### src/rtl/pwm_int_pkg.sv
package pwm_int_pkg;
  localparam int unsigned DEF_NCH = 16;
  localparam int unsigned DEF_GW  = 4;
  localparam int unsigned DEF_IW  = 4;

  typedef enum logic {
    MODE_TWO_LEVEL = 1'b0,
    MODE_UNIFIED   = 1'b1
  } pwm_mode_e;
endpackage

### src/rtl/pwm_phase_ctr.sv
module pwm_phase_ctr #(
  parameter int unsigned CW = 8
) (
  input  logic          clk,
  input  logic          rst_n,
  input  logic          tick,
  output logic [CW-1:0] cnt,
  output logic          wrap
);
  logic [CW-1:0] cnt_q;

  assign wrap = tick && (cnt_q == {CW{1'b1}});
  assign cnt  = cnt_q;

  always_ff @(posedge clk or negedge rst_n) begin
    if (!rst_n) begin
      cnt_q <= '0;
    end else if (tick) begin
      cnt_q <= cnt_q + 1'b1;
    end
  end
endmodule

### src/rtl/pwm_level_calc.sv
module pwm_level_calc
  import pwm_int_pkg::*;
#(
  parameter int unsigned NCH = 16,
  parameter int unsigned GW  = 4,
  parameter int unsigned IW  = 4,
  localparam int unsigned CW = GW + IW,
  localparam int unsigned PW = GW + IW + 2
) (
  input  logic [GW-1:0]      global_lvl,
  input  logic [NCH*IW-1:0]  indiv_lvl,
  input  pwm_mode_e          mode,
  input  logic [CW-1:0]      unified_lvl,
  output logic [NCH*CW-1:0]  thr_next
);
  logic [PW-1:0] g_plus1;
  logic          g_zero;

  assign g_plus1 = PW'(global_lvl) + PW'(1);
  assign g_zero  = (global_lvl == '0);

  for (genvar c = 0; c < NCH; c++) begin : g_ch
    logic [PW-1:0] i_plus1;
    logic [PW-1:0] prod;
    logic [PW-1:0] prod_m1;
    logic [CW-1:0] thr_c;

    assign i_plus1 = PW'(indiv_lvl[c*IW +: IW]) + PW'(1);
    assign prod    = g_plus1 * i_plus1;
    assign prod_m1 = prod - PW'(1);

    always_comb begin
      if (mode == MODE_UNIFIED) begin
        thr_c = unified_lvl;
      end else if (g_zero) begin
        thr_c = '0;
      end else begin
        thr_c = prod_m1[CW-1:0];
      end
    end

    assign thr_next[c*CW +: CW] = thr_c;
  end
endmodule

### src/rtl/pwm_shadow_regs.sv
module pwm_shadow_regs #(
  parameter int unsigned NCH = 16,
  parameter int unsigned CW  = 8
) (
  input  logic              clk,
  input  logic              rst_n,
  input  logic              load,
  input  logic [NCH*CW-1:0] thr_next,
  output logic [NCH*CW-1:0] thr_q
);
  always_ff @(posedge clk or negedge rst_n) begin
    if (!rst_n) begin
      thr_q <= '0;
    end else if (load) begin
      thr_q <= thr_next;
    end
  end
endmodule

### src/rtl/pwm_sink_drv.sv
module pwm_sink_drv #(
  parameter int unsigned NCH = 16,
  parameter int unsigned CW  = 8
) (
  input  logic              clk,
  input  logic              rst_n,
  input  logic [CW-1:0]     cnt,
  input  logic [NCH*CW-1:0] thr_q,
  output logic [NCH-1:0]    sink_n
);
  logic [NCH-1:0] on_vec;

  for (genvar c = 0; c < NCH; c++) begin : g_cmp
    logic [CW-1:0] t_c;
    assign t_c       = thr_q[c*CW +: CW];
    assign on_vec[c] = (t_c == {CW{1'b1}}) || (cnt < t_c);
  end

  always_ff @(posedge clk or negedge rst_n) begin
    if (!rst_n) begin
      sink_n <= '1;
    end else begin
      sink_n <= ~on_vec;
    end
  end
endmodule

### src/rtl/pwm_intensity_ctrl.sv
module pwm_intensity_ctrl
  import pwm_int_pkg::*;
#(
  parameter int unsigned NCH = DEF_NCH,
  parameter int unsigned GW  = DEF_GW,
  parameter int unsigned IW  = DEF_IW,
  localparam int unsigned CW = GW + IW
) (
  input  logic              clk,
  input  logic              rst_n,
  input  logic              pwm_tick,
  input  logic [GW-1:0]     global_lvl,
  input  logic [NCH*IW-1:0] indiv_lvl,
  input  logic              unified_en,
  input  logic [CW-1:0]     unified_lvl,
  output logic [NCH-1:0]    sink_n
);
  logic [CW-1:0]     cnt_s;
  logic              wrap_s;
  logic [NCH*CW-1:0] thr_next_s;
  logic [NCH*CW-1:0] thr_q_s;
  pwm_mode_e         mode_s;

  assign mode_s = unified_en ? MODE_UNIFIED : MODE_TWO_LEVEL;

  pwm_phase_ctr #(.CW(CW)) u_ctr (
    .clk   (clk),
    .rst_n (rst_n),
    .tick  (pwm_tick),
    .cnt   (cnt_s),
    .wrap  (wrap_s)
  );

  pwm_level_calc #(.NCH(NCH), .GW(GW), .IW(IW)) u_calc (
    .global_lvl  (global_lvl),
    .indiv_lvl   (indiv_lvl),
    .mode        (mode_s),
    .unified_lvl (unified_lvl),
    .thr_next    (thr_next_s)
  );

  pwm_shadow_regs #(.NCH(NCH), .CW(CW)) u_shadow (
    .clk      (clk),
    .rst_n    (rst_n),
    .load     (wrap_s),
    .thr_next (thr_next_s),
    .thr_q    (thr_q_s)
  );

  pwm_sink_drv #(.NCH(NCH), .CW(CW)) u_drv (
    .clk    (clk),
    .rst_n  (rst_n),
    .cnt    (cnt_s),
    .thr_q  (thr_q_s),
    .sink_n (sink_n)
  );
endmodule

### config.mk
export PLATFORM = sky130hd
export DESIGN_NAME = pwm_intensity_ctrl
export DESIGN_NICKNAME = d
export VERILOG_FILES = /design/src/rtl/pwm_int_pkg.sv /design/src/rtl/pwm_phase_ctr.sv /design/src/rtl/pwm_level_calc.sv /design/src/rtl/pwm_shadow_regs.sv /design/src/rtl/pwm_sink_drv.sv /design/src/rtl/pwm_intensity_ctrl.sv
export SDC_FILE = /design/constraint.sdc
export NUM_CORES = 1
export LEC_CHECK = 0
export CORE_MARGIN = 4
export CORE_UTILIZATION = 55
export DETAILED_ROUTE_END_ITERATION = 16
export PLACE_DENSITY_LB_ADDON = 0.08
export SLEW_MARGIN = 15
export SYNTH_ARGS = -nofsm -noshare
export SYNTH_HDL_FRONTEND = slang
export SYNTH_SLANG_ARGS = --single-unit
### constraint.sdc
create_clock -name clk -period 3.7 [get_ports clk]
set_input_delay 0.37 -clock clk [delete_from_list [all_inputs] [get_ports clk]]
set_output_delay 0.37 -clock clk [all_outputs]
set_load 0.01 [all_outputs]
# Yosys cells after proc, flatten, opt, wreduce, memory -nomap -nowiden
# Cells that the tools add are included.
# W data, S select, Z words.
[word_totals] word_cells=138 memories=0 ff_bits=152 ram_bits=0 output_inout_bits=16 latch_bits=0 romBits=0
[op_classes] n_lt_le_gt_ge=16 shifts=0 bitwise=1 n_eq_ne=17 n_div=0 mul=16 reduce_logical=18 add_sub_neg=34 n_mux=33
[ops] operator="$mux W8" n=32
[ops] operator="$mul A10 B10 Y8" n=16
[ops] operator="$eq A8 B8 Y1 const B" n=17
[ops] operator="$lt A8 B8 Y1" n=16
[ops] operator="$sub A8 B1 Y8 const B" n=16
[ops] operator="$add A4 B1 Y5 const B" n=17
[ops] operator="$logic_or A1 B1 Y1" n=16
[ops] operator="$not A16 Y16" n=1
[ops] operator="$add A8 B1 Y8 const B" n=1
[ops] operator="$logic_not A4 Y1" n=1
[ops] operator="$logic_and A1 B1 Y1" n=1
[ops] operator="$mux W1" n=1

# Depth between registers and ports, before layout
[logic_depth] ltp_word=5 mapped_depth=21 ltp_nobuf=16

# Modules after synthesis
# From an unflattened synthesis, not the netlist that was laid out.
[unflattened] cells_unflattened=2462 area_unflattened_um2=22370.2
[by_module_without_submodules] mod="pwm_level_calc" area_each_um2=13638.1 cells_each=1708 instances=1 seq_area_each_um2=0.0
[by_module_without_submodules] mod="pwm_shadow_regs" area_each_um2=4822.1 cells_each=270 instances=1 seq_area_each_um2=3203.1
[by_module_without_submodules] mod="pwm_sink_drv" area_each_um2=3550.9 cells_each=454 instances=1 seq_area_each_um2=420.4
[by_module_without_submodules] mod="pwm_phase_ctr" area_each_um2=359.1 cells_each=30 instances=1 seq_area_each_um2=200.2

# Worst setup path after synthesis
# OpenSTA, ideal clock, no wires.
[synth_path] path_type="input port to flip-flop" startpoint="input global_lvl[0]" endpoint="register u_shadow.thr_q[7]" setup_time_ns=0.142 setup_slack_ns=-1.126 required_ns=3.558 path_stages=20 t_arrival_ns=4.685 path_cell_list="clkbuf_1 inv_1 clkbuf_1 clkbuf_1 ha_1 clkbuf_1 clkbuf_1 nor2b_1 fa_1 ha_1 inv_1 fa_1 inv_1 ha_1 a211oi_1 o21bai_1 a21oi_1 xnor3_1 nand2_1 a22oi_1"
[synth_between] elab_chain_len=5
[synth_rtl] item="start: declaration" line_no="pwm_intensity_ctrl.sv:12" source="input logic [GW-1:0] global_lvl,"
[synth_rtl] item="$add A4 B1 Y5" line_no="pwm_level_calc.sv:19" source="assign g_plus1 = PW'(global_lvl) + PW'(1);"
[synth_rtl] item="$mul A10 B10 Y8" line_no="pwm_level_calc.sv:29" source="assign prod = g_plus1 * i_plus1;"
[synth_rtl] item="$sub A8 B1 Y8" line_no="pwm_level_calc.sv:30" source="assign prod_m1 = prod - PW'(1);"
[synth_rtl] item="$mux W8 (*)" line_no="pwm_level_calc.sv:35" source="end else if (g_zero) begin"
[synth_rtl] item="$mux W8 (*)" line_no="pwm_level_calc.sv:33" source="if (mode == MODE_UNIFIED) begin"
[synth_rtl] item="end signal: assignment" line_no="pwm_shadow_regs.sv:15" source="thr_q <= thr_next;"
[synth_rtl] item="end: declaration" line_no="pwm_shadow_regs.sv:9" source="output logic [NCH*CW-1:0] thr_q"
# Mark *: on every way between the ends. The rest lies on a longest branch, timed or not.
# A chain may end at the register's enable or synchronous reset.

# Final worst setup path
[layout_path] startpoint="input global_lvl[0]" endpoint="register u_shadow.thr_q[103]"
# Same word-level chain as after synthesis.

==> summary.txt <==
Power
  – Pwr dens: 528 nW/um^2
  – Worst VDD drop: a little under 300 uV
  – Leak: 0.0148 uW

Die
  – IO Pins: 96
  – Row count: 72
  – Die Y: 207 um
  – Core area: 39000 um^2
  – Initial core utilization: 0.560
  – Die area: 43000 um^2
  – Chip Width: 207 um

Clock tree
  – CTS sink cnt: 152
  – Clk buf depth: 2
  – Clock latency on the worst-skew pair: between 400 and 500 ps
  – CTS root buf: clkbuf_16
  – # hold bufs at CTS: 0
  – CTS clk-pin slew, worst paths: 60 ps
  – CTS tree: done
  – Number of H-tree levels: 4
  – Inserted Clock Buffers: 17

Global routing
  – Largest net degree at the start of global routing: 93
  – Initial antenna violation count: 0
  – Total Routing Usage GR: 0.310
  – Overflow after GRT: 0
  – Vias in the first global route: 19900
  – First-pass GRT wire length: 107 mm

Synthesis
  – Ys Warns: 0
  – Post-synthesis cell area: between 20000 and 25000 um^2
  – Syn_nets: 3127
  – Post-synthesis sequential area ratio: 0.175
  – Ys async rst share: 1.00
  – Top post-synthesis cells by area: ha_1 18%, fa_1 18%, dfrtp_1 16%, inv_1 8.6%, xnor2_1 5.0%
  – EDFF count, synth: 0
  – Top FF cell, synth: dfrtp_1
  – Synthesis-stage register bit count: 152
  – Post-Synthesis Cells: 2532
  – Post-synth top area share: 0.185
  – Average cell area after synthesis: 8.63 um^2
  – Post-synthesis cell type count: 41
  – Dominant cell type by area after synthesis: ha_1

Timing
  – Max-slew headroom: 0.293
  – Worst Tran Pin Value: approximately 1100 ps
  – Pins Over Slew Limit: 0
  – Final setup vio count: 10
  – Period utilization: 1.06
  – Fmax: ~0.26 GHz
  – RSZ-0062 raised after global routing: yes
  – Min Tclk post-route: a little under 4000 ps
  – Setup WS post-layout: -205 ps
  – Final hold viol count: 0
  – Clk_skew: ~7.9 ps

Drt
  – Detailed Routing Iterations Pass 1: 6
  – Via Count: 19900
  – Routed wire length: between 70 and 80 mm
  – Vias/cell: 5.67
  – # DRC: 0
  – Final antenna-violating net count: 0
  – Avg WL per Cell: 20.1 um
  – First-iteration detailed-routing DRC count: 1819

Finish
  – Layout area overhead: 35.8%
  – Antenna diode count: 0
  – Layout Nets: 3582
  – Commonest non-fill, non-tap cells in the layout: 424 x inv_1, 371 x buf_4, 244 x ha_1
  – Final non-filler cell total: 3518
  – Layout cells sized above 1: 0.314
  – Commonest non-fill, non-tap cell in the layout: inv_1
  – Fillers: 2646

Worst setup path
  – R2R depth: 9
  – CP Capture Type: flop
  – Data arrival, critical path: approximately 4200 ps
  – CP Max Fanout: 7
  – Worst EP required: slightly below 4000 ps
  – WS Path Type: input pin to flop
  – Worst Setup Start Kind: input pin

Placed design
  – Routability congestion estimate: 0.892
  – DP HPWL: 50.4 mm
  – Inst Count DP: roughly 3400
  – I/O Buffers: 95
  – Place WS: -984 ps

Outcome
  – Status: complete, but fails checks
  – Failing checks: setup timing

Job
  – Max Cap Viol: 0

Min path
  – Hold Crit Class: input pin to asynchronous set/reset pin
cells in the mapped netlist, drive strengths merged (46+ instances only):
cell and number:
a21oi 146, and2 52, inv 498, buf 54, dfrtp 136, clkbuf 55
nand2b 46, nand2 172, nor2 138, a21o 50, nand4 84, a211oi 80
xnor2 127, o21ai 109, fa 192, ha 323, nor2b 64
through the flow:
stage / cell area [um^2] / hold WS [ps] / power (uW) / util / TNS, ps
2_1_floorplan: 23000 / 74.4 / 8370 / - / -5640
3_5_place_dp: 26800 / 509 / 12100 / 0.686 / -62380
4_1_cts: 28600 / 48.6 / 14500 / 0.732 / -300
6_report: 29700 / 26.6 / 15700 / 0.761 / -706
5_1_grt: 29700 / 87.4 / 16700 / 0.761 / -3060
3_3_place_gp: 26800 / 500 / 11800 / 0.686 / -54730
final timing paths:
| kind | slack, ps | to | start |
|---|---|---|---|
| max in group asynchronous | 2790 | u_drv.sink_n[9]$_DFF_PN1_ | rst_n |
| setup / recovery | -200 | u_shadow.thr_q[103]$_DFFE_PN0P_ | global_lvl[0] |
| min in group clk | 520 | u_shadow.thr_q[64]$_DFFE_PN0P_ | indiv_lvl[32] |
| hold / removal | 30 | u_shadow.thr_q[20]$_DFFE_PN0P_ | rst_n |
| hold reg to reg | 550 | u_shadow.thr_q[50]$_DFFE_PN0P_ | u_shadow.thr_q[50]$_DFFE_PN0P_ |
| setup reg to reg | 1230 | u_shadow.thr_q[60]$_DFFE_PN0P_ | u_ctr.cnt[1]$_DFFE_PN0P_ |
worst max-delay path: stages:
cell and delay, ps:
buf_12 120, ha_4 190, buf_4 150, nand3_4 60
buf_12 140, buf_4 130, nor2_2 50, fa_1 590
inv_2 60, fa_1 500, fa_1 570, inv_2 60
ha_4 240, o21ai_2 100, o21bai_1 80, a21oi_1 210
xnor3_2 360, nand2_1 100, a22oi_1 70
power by group:
group          leakage, uW  switching [uW]  total, uW  internal [uW]
logic               0.0131            6220      12100           5860
registers          0.00146            46.2       1760           1710
clock network     0.000294             709       1840           1130
total               0.0148            6980      15700           8700
routing by layer:
metal | up-vias | global-route usage | wire, um
met5 | - | 0 | 0
met4 | 0 | 0.0771 | 1950
met1 | 9733 | 0.471 | 31900
met3 | 142 | 0.0561 | 6360
li1 | 9180 | - | -
met2 | 887 | 0.460 | 30400
registers in the layout, indices dropped and copies added (netlist names):
name and count:
u_ctr.cnt 8, u_drv.sink_n 16, u_shadow.thr_q 128
timing repair:
item / 4_1_cts / 5_1_grt
buffers inserted: 66 / 33
gates cloned: 3 / 2
pin swaps: 139 / 210
endpoints found under the setup margin: 80 / 46
resized for setup: 208 / 242
kinds of logic (layout without fill, tap and decap cells):
group	after synthesis	after routing	share of synthesized area
mux	17	17	0.00784
flops	152	152	0.175
simple gates	619	619	0.143
fa+ha+maj	515	515	0.361
buf+inv	607	1075	0.110
xor+xnor	155	155	0.0734
compound gates	467	467	0.130
cell type report:
| class | instances | area (um^2) | share of cell area |
|---|---|---|---|
| Tap cell | 518 | 648 | 0.0218 |
| Clock buffer | 20 | 437 | 0.0147 |
| Clock inverter | 12 | 176 | 0.00594 |
| Multi-Input combinational cell | 1773 | 17800 | 0.601 |
| Timing Repair Buffer | 545 | 4870 | 0.164 |
| Inverter | 498 | 1880 | 0.0632 |
| Sequential cell | 152 | 3820 | 0.129 |
No activity file was read; power rests on OpenSTA's default activity.
